<file path="config.mk">
export PLATFORM = sky130hd
export DESIGN_NAME = sleep_wake_ctrl
export DESIGN_NICKNAME = d
export VERILOG_FILES = /design/src/rtl/swc_pkg.sv /design/src/rtl/swc_cfg_reg.sv /design/src/rtl/swc_decide.sv /design/src/rtl/swc_power_fsm.sv /design/src/rtl/sleep_wake_ctrl.sv
export SDC_FILE = /design/constraint.sdc
export NUM_CORES = 1
export LEC_CHECK = 0
export BUFFER_PORTS_ARGS = -buffer_cell sky130_fd_sc_hd__buf_4
export CAP_MARGIN = 20
export CORE_AREA = 2 2 52 54
export CTS_CLUSTER_DIAMETER = 80
export DETAILED_ROUTE_END_ITERATION = 7
export DIE_AREA = 0 0 54 56
export PLACE_DENSITY_LB_ADDON = 0.3
export SETUP_SLACK_MARGIN = 0.4
export SYNTH_ARGS = -nofsm -noshare
export SYNTH_HDL_FRONTEND = slang
export SYNTH_SLANG_ARGS = --single-unit
</file>
<file path="constraint.sdc">
create_clock -name clk -period 1.9 [get_ports clk]
set_input_delay 0.095 -clock clk [delete_from_list [all_inputs] [get_ports clk]]
set_output_delay 0.095 -clock clk [all_outputs]
set_load 0.05 [all_outputs]
</file>
<file path="src/rtl/swc_pkg.sv">
package swc_pkg;
  typedef enum logic [1:0] {ST_RUN, ST_SLEEP, ST_XFER} pst_t;
  typedef enum logic [1:0] {OUT_NONE, OUT_RESUME, OUT_BRANCH, OUT_XFER} wake_t;

  localparam logic [1:0] MODE_IDLE = 2'b00;
  localparam logic [1:0] MODE_RTC  = 2'b01;
  localparam logic [1:0] MODE_RSV  = 2'b10;
  localparam logic [1:0] MODE_DEEP = 2'b11;

  // gate vector order: {cpu, per, rtc, osc}
  function automatic logic [3:0] gates_for(pst_t st, logic [1:0] mode);
    logic deep;
    deep = (mode == MODE_DEEP);
    case (st)
      ST_SLEEP: begin
        if (mode == MODE_IDLE) gates_for = 4'b0111;
        else if (mode == MODE_RTC) gates_for = 4'b0011;
        else gates_for = 4'b0000;
      end
      ST_XFER:  gates_for = {1'b0, 1'b1, !deep, 1'b1};
      default:  gates_for = 4'b1111;
    endcase
  endfunction
endpackage

</file>
<file path="src/rtl/swc_cfg_reg.sv">
module swc_cfg_reg #(
  parameter int DW = 16,
  parameter int FIELD_LSB = 8,
  parameter logic [DW-1:0] KEY = 16'hA5C3
) (
  input  logic          clk,
  input  logic          rst,
  input  logic          wr,
  input  logic [DW-1:0] wdata,
  input  logic          init_done,
  output logic [1:0]    mode,
  output logic [DW-1:0] rdata
);
  logic [1:0] mode_q;
  logic       locked_q, open_q;
  logic       key_hit, accept;

  assign key_hit = locked_q && !open_q && (wdata == KEY);
  assign accept  = wr && !key_hit && (!locked_q || open_q);

  always_ff @(posedge clk) begin
    if (rst) begin
      mode_q   <= 2'b00;
      locked_q <= 1'b0;
      open_q   <= 1'b0;
    end else begin
      if (accept) mode_q <= wdata[FIELD_LSB +: 2];
      if (init_done) begin
        locked_q <= 1'b1;
        open_q   <= 1'b0;
      end else if (wr) begin
        open_q <= key_hit;
      end
    end
  end

  always_comb begin
    rdata = '0;
    rdata[FIELD_LSB +: 2] = mode_q;
  end
  assign mode = mode_q;

  assert_locked_ignored_R3: assert property (@(posedge clk) disable iff (rst)
    (locked_q && !open_q && wr && (wdata != KEY)) |=> $stable(mode_q));
endmodule

</file>
<file path="src/rtl/swc_decide.sv">
module swc_decide
  import swc_pkg::*;
#(
  parameter int LW = 4
) (
  input  logic          nmi,
  input  logic          irq_req,
  input  logic          irq_ie,
  input  logic          glb_ie,
  input  logic [LW-1:0] irq_lvl,
  input  logic [LW-1:0] cpu_lvl,
  input  logic          irq_xfer,
  output wake_t         outcome
);
  always_comb begin
    outcome = OUT_NONE;
    if (nmi) outcome = OUT_BRANCH;
    else if (irq_req && irq_ie) begin
      if (!glb_ie || (irq_lvl <= cpu_lvl)) outcome = OUT_RESUME;
      else if (irq_xfer) outcome = OUT_XFER;
      else outcome = OUT_BRANCH;
    end
  end
endmodule

</file>
<file path="src/rtl/swc_power_fsm.sv">
module swc_power_fsm
  import swc_pkg::*;
(
  input  logic       clk,
  input  logic       rst,
  input  logic       idle_req,
  input  logic [1:0] mode,
  input  wake_t      outcome,
  output logic       cpu_clk_en,
  output logic       per_clk_en,
  output logic       rtc_clk_en,
  output logic       osc_en,
  output logic       resume_o,
  output logic       branch_o,
  output logic       xfer_o
);
  pst_t       st_q, st_n;
  logic [1:0] lat_q, lat_n;
  logic       res_n, br_n, xf_n;

  always_comb begin
    st_n  = st_q;
    lat_n = lat_q;
    res_n = 1'b0;
    br_n  = 1'b0;
    xf_n  = 1'b0;
    case (st_q)
      ST_RUN: if (idle_req) begin
        st_n  = ST_SLEEP;
        lat_n = (mode == MODE_RSV) ? MODE_IDLE : mode;
      end
      ST_SLEEP: case (outcome)
        OUT_RESUME: begin st_n = ST_RUN;  res_n = 1'b1; end
        OUT_BRANCH: begin st_n = ST_RUN;  br_n  = 1'b1; end
        OUT_XFER:   begin st_n = ST_XFER; xf_n  = 1'b1; end
        default: ;
      endcase
      default: st_n = ST_SLEEP;
    endcase
  end

  always_ff @(posedge clk) begin
    if (rst) begin
      st_q  <= ST_RUN;
      lat_q <= MODE_IDLE;
      {cpu_clk_en, per_clk_en, rtc_clk_en, osc_en} <= 4'b1111;
      {resume_o, branch_o, xfer_o} <= 3'b000;
    end else begin
      st_q  <= st_n;
      lat_q <= lat_n;
      {cpu_clk_en, per_clk_en, rtc_clk_en, osc_en} <= gates_for(st_n, lat_n);
      {resume_o, branch_o, xfer_o} <= {res_n, br_n, xf_n};
    end
  end

  assert_one_outcome_R9: assert property (@(posedge clk) disable iff (rst)
    $onehot0({resume_o, branch_o, xfer_o}));
  assert_sleep_entry_R4: assert property (@(posedge clk) disable iff (rst)
    (st_q == ST_RUN && idle_req) |=> !cpu_clk_en);
  assert_xfer_single_R10: assert property (@(posedge clk) disable iff (rst)
    xfer_o |=> (!xfer_o && !cpu_clk_en));
endmodule

</file>
<file path="src/rtl/sleep_wake_ctrl.sv">
module sleep_wake_ctrl
  import swc_pkg::*;
#(
  parameter int DW = 16,
  parameter int LW = 4,
  parameter int FIELD_LSB = 8,
  parameter logic [DW-1:0] KEY = 16'hA5C3
) (
  input  logic          clk,
  input  logic          rst,
  input  logic          cfg_wr,
  input  logic [DW-1:0] cfg_wdata,
  output logic [DW-1:0] cfg_rdata,
  input  logic          init_done,
  input  logic          idle_req,
  input  logic          glb_ie,
  input  logic [LW-1:0] cpu_lvl,
  input  logic          irq_req,
  input  logic          irq_ie,
  input  logic [LW-1:0] irq_lvl,
  input  logic          irq_xfer,
  input  logic          nmi,
  output logic          cpu_clk_en,
  output logic          per_clk_en,
  output logic          rtc_clk_en,
  output logic          osc_en,
  output logic          resume_o,
  output logic          branch_o,
  output logic          xfer_o
);
  logic [1:0] mode;
  wake_t      outcome;

  swc_cfg_reg #(.DW(DW), .FIELD_LSB(FIELD_LSB), .KEY(KEY)) u_cfg (
    .clk(clk), .rst(rst), .wr(cfg_wr), .wdata(cfg_wdata),
    .init_done(init_done), .mode(mode), .rdata(cfg_rdata));

  swc_decide #(.LW(LW)) u_dec (
    .nmi(nmi), .irq_req(irq_req), .irq_ie(irq_ie), .glb_ie(glb_ie),
    .irq_lvl(irq_lvl), .cpu_lvl(cpu_lvl), .irq_xfer(irq_xfer),
    .outcome(outcome));

  swc_power_fsm u_fsm (
    .clk(clk), .rst(rst), .idle_req(idle_req), .mode(mode),
    .outcome(outcome), .cpu_clk_en(cpu_clk_en), .per_clk_en(per_clk_en),
    .rtc_clk_en(rtc_clk_en), .osc_en(osc_en), .resume_o(resume_o),
    .branch_o(branch_o), .xfer_o(xfer_o));

  // asleep and not transferring: an NMI must branch next cycle
  assert_nmi_branch_R6: assert property (@(posedge clk) disable iff (rst)
    (!cpu_clk_en && !xfer_o && nmi) |=> (branch_o && cpu_clk_en));
  assert_ignored_req_R11: assert property (@(posedge clk) disable iff (rst)
    (!cpu_clk_en && !xfer_o && !nmi && !(irq_req && irq_ie)) |=> !cpu_clk_en);
endmodule

</file>
==> metrics.cfg <==
[run_status]
status = finished clean

[synth]
synth_top_area_frac = 0.3458
synth_seq_area_share = 0.3458
synth_edf_count = 0
yosys_warnings = 0
ys_top_cells_by_count = 15 x dfxtp_1, 14 x buf_4, 7 x nor2_1
ys_types = 35
synth_most_common_cell = dfxtp_1
synth_area_um2 = 868.3
yosys.area.top_type = dfxtp_1
ys_ff_latch = 15
yosys-top-cells-area = dfxtp_1 35%, buf_4 12%, ha_1 8.6%
async_flop_share = 0
ys.flop_type = dfxtp_1
synth.avg_cell_area_um2 = 8.771
synth_cells = 99

[worst_setup_path]
crit_fanout = 4
regToRegSetupSlack_ns = 0.12
crit_chain = nor2b_4 > nand3_2 > a211oi_2 > ha_1 > or3_1 > a21o_1 > o21a_1
critPathTopFamily = simple AND/OR/NAND/NOR gates
cp_data_required_time_ns = 2.08
ff2ff_path_depth = 7
path_buf_inv = 0
worstSetupPathType = reg -> reg
crit_path_end_kind = flop
critical_path.max_stage_delay_ns = 0.37
cp-start-kind = flop
crit_slowest_cell = dfxtp_4
cp.depth = 7
cp.arrival_ns = 1.96

[floorplan]
start_util = 0.3570
num_rows = 18
die_area_um2 = 3024
coreArea_um2 = 2432
io-pin-count = 57
die_h_um = 56
die_x_um = 54

[final_layout]
seq_area_um2 = 305.3
fin_cells = 178
fill_cells = 236
nets = 189
layout-drive-gt1-share = 0.3986
final_cell_area_um2 = 1279
n_antenna_cell = 0
multiInputGateArea_um2 = 521.8
area_growth_pct = 47.26

[job]
cap_violations = 0

[cts]
cts_root_buffer = clkbuf_4
path_clk_slew_ns = 0.09
cts_buffer_depth = 2
cts_buffers = 3
clock-sinks = 15
clock_latency_ns = 0.28
cts_tree = done
cts_max_level = 1

[global_routing]
grt_pass1_wl_um = 3008
grt_overflow_total = 0
grt_max_degree = 13
grt.total_usage = 0.1324
grt_pass1_vias = 728
antenna_found_initial = 0

[sta]
fin_crit_ns = 1.778
setup_violations = 0
whs_ns = 0.05724
hold_viol = 0
fin_crit_sh = 0.9357
rsz0062_at_grt = true
drv_slew = 0
skew_ns = 0.001180
fmax_ghz = 0.5625
fin_tns_setup_ns = 0

[detailed_routing]
vias = 807
dr.pass1.iters = 3
wl_per_cell_um = 10.71
antenna_left = 0
drt_iter0_drc = 10
drc = 0
wirelength_um = 1906
via_per_inst = 4.534

[power]
power_density_nw_per_um2 = 600.7
pwr-share-clk = 0.237
seq_power_share = 0.434
switching_share = 0.3385
leakage_nw = 0.6019
p_comb_frac = 0.328
vdd_drop_max_mv = 0.3664
internal_power_mw = 0.5082
p_switching_mw = 0.2600

[place]
hpwl_um = 1582
gp_congestion = 0.7657
port_buffers = 42
dpl_cell_area_um2 = 1214
dp.cells = 170

[hold_path]
worstHoldPathCells = 2
min_path_type = in -> reg

## power by group through the flow
stage	clock, mW	sequential (mW)	combinational (mW)
floorplan	0	0.374	0.149
global placement	0	0.342	0.241
detailed placement	0	0.343	0.244
CTS	0.185	0.335	0.248
global route	0.199	0.335	0.272
finish	0.182	0.334	0.252
## logic make-up after synthesis
logic type | share of synthesized area
and+or+nand+nor | 0.2781
buffers and inverters | 0.1513
DFF | 0.3458
AOI/OAI and AO/OA | 0.1110
adders and majority gates | 0.08645
muxes | 0.02306
other | 0.004319
## worst paths after layout
path,startpoint,to
setup / recovery,u_fsm.st_q[0],u_fsm.rtc_clk_en
hold / removal,rst,u_fsm.st_q[0]
setup reg to reg,u_fsm.st_q[0],u_fsm.rtc_clk_en
hold reg to reg,u_cfg.mode[1],u_cfg.mode[1]
## stage by stage
stage	power (mW)	setup slack [ns]	util
floorplan	0.5224	0.1481	-
global placement	0.5830	-0.05593	0.4990
detailed placement	0.5866	-0.05796	0.4990
CTS	0.7681	0.1057	0.5190
global route	0.8062	0.07172	0.5257
finish	0.7682	0.1221	0.5257
## layout make-up
cell class	count	share of cell area
sequential	15	0.2387
tap	30	0.02935
timing repair buffer	47	0.2798
clock buffer	4	0.02055
multi-input combinational	76	0.4080
inverter	6	0.02348
## state kept, by name, indices dropped and copies added (netlist names)
| name | cells |
|---|---|
| u_fsm.osc_en | 1 |
| u_fsm.cpu_clk_en | 1 |
| u_fsm.lat_q | 2 |
| u_fsm.per_clk_en | 1 |
| u_cfg.open_q | 1 |
| u_fsm.resume_o | 1 |
| u_fsm.st_q | 2 |
| u_fsm.xfer_o | 1 |
| u_cfg.locked_q | 1 |
| u_fsm.branch_o | 1 |
| u_cfg.mode | 2 |
| u_fsm.rtc_clk_en | 1 |
## layout by cell type (no fill, tap or decap), types with 2 or more instances in the layout
cell type | netlist | routed
buf_4 | 14 | 45
conb_1 | 1 | 14
dfxtp_1 | 15 | 13
nor2_1 | 7 | 7
nand2_1 | 6 | 6
inv_1 | 6 | 5
a21oi_1 | 5 | 5
ha_1 | 6 | 5
nor2b_1 | 4 | 3
nand2b_1 | 3 | 3
clkbuf_4 | 0 | 3
nand4_1 | 2 | 2
nor4b_1 | 2 | 2
nor3_1 | 2 | 2
nand3_1 | 3 | 2
mux2i_1 | 2 | 2
nor3b_1 | 2 | 2
dlygate4sd3_1 | 0 | 2
## repair_timing
action | 4_1_cts | 5_1_grt
hold endpoints to repair | 2 | 0
setup buffers | 0 | 2
resized for setup | 1 | 1
hold buffers | 2 | 0
setup endpoints to repair | 4 | 4
pin swaps | 1 | 0
## per-layer routing
metal / vias up / global-route usage / wire, um
li1: 415 / - / -
met1: 364 / 0.1417 / 736
met2: 24 / 0.2317 / 1038
met3: 4 / 0.04032 / 104
met4: 0 / 0.05357 / 27
met5: - / 0 / 0
Power figures use the tool's default switching activity.
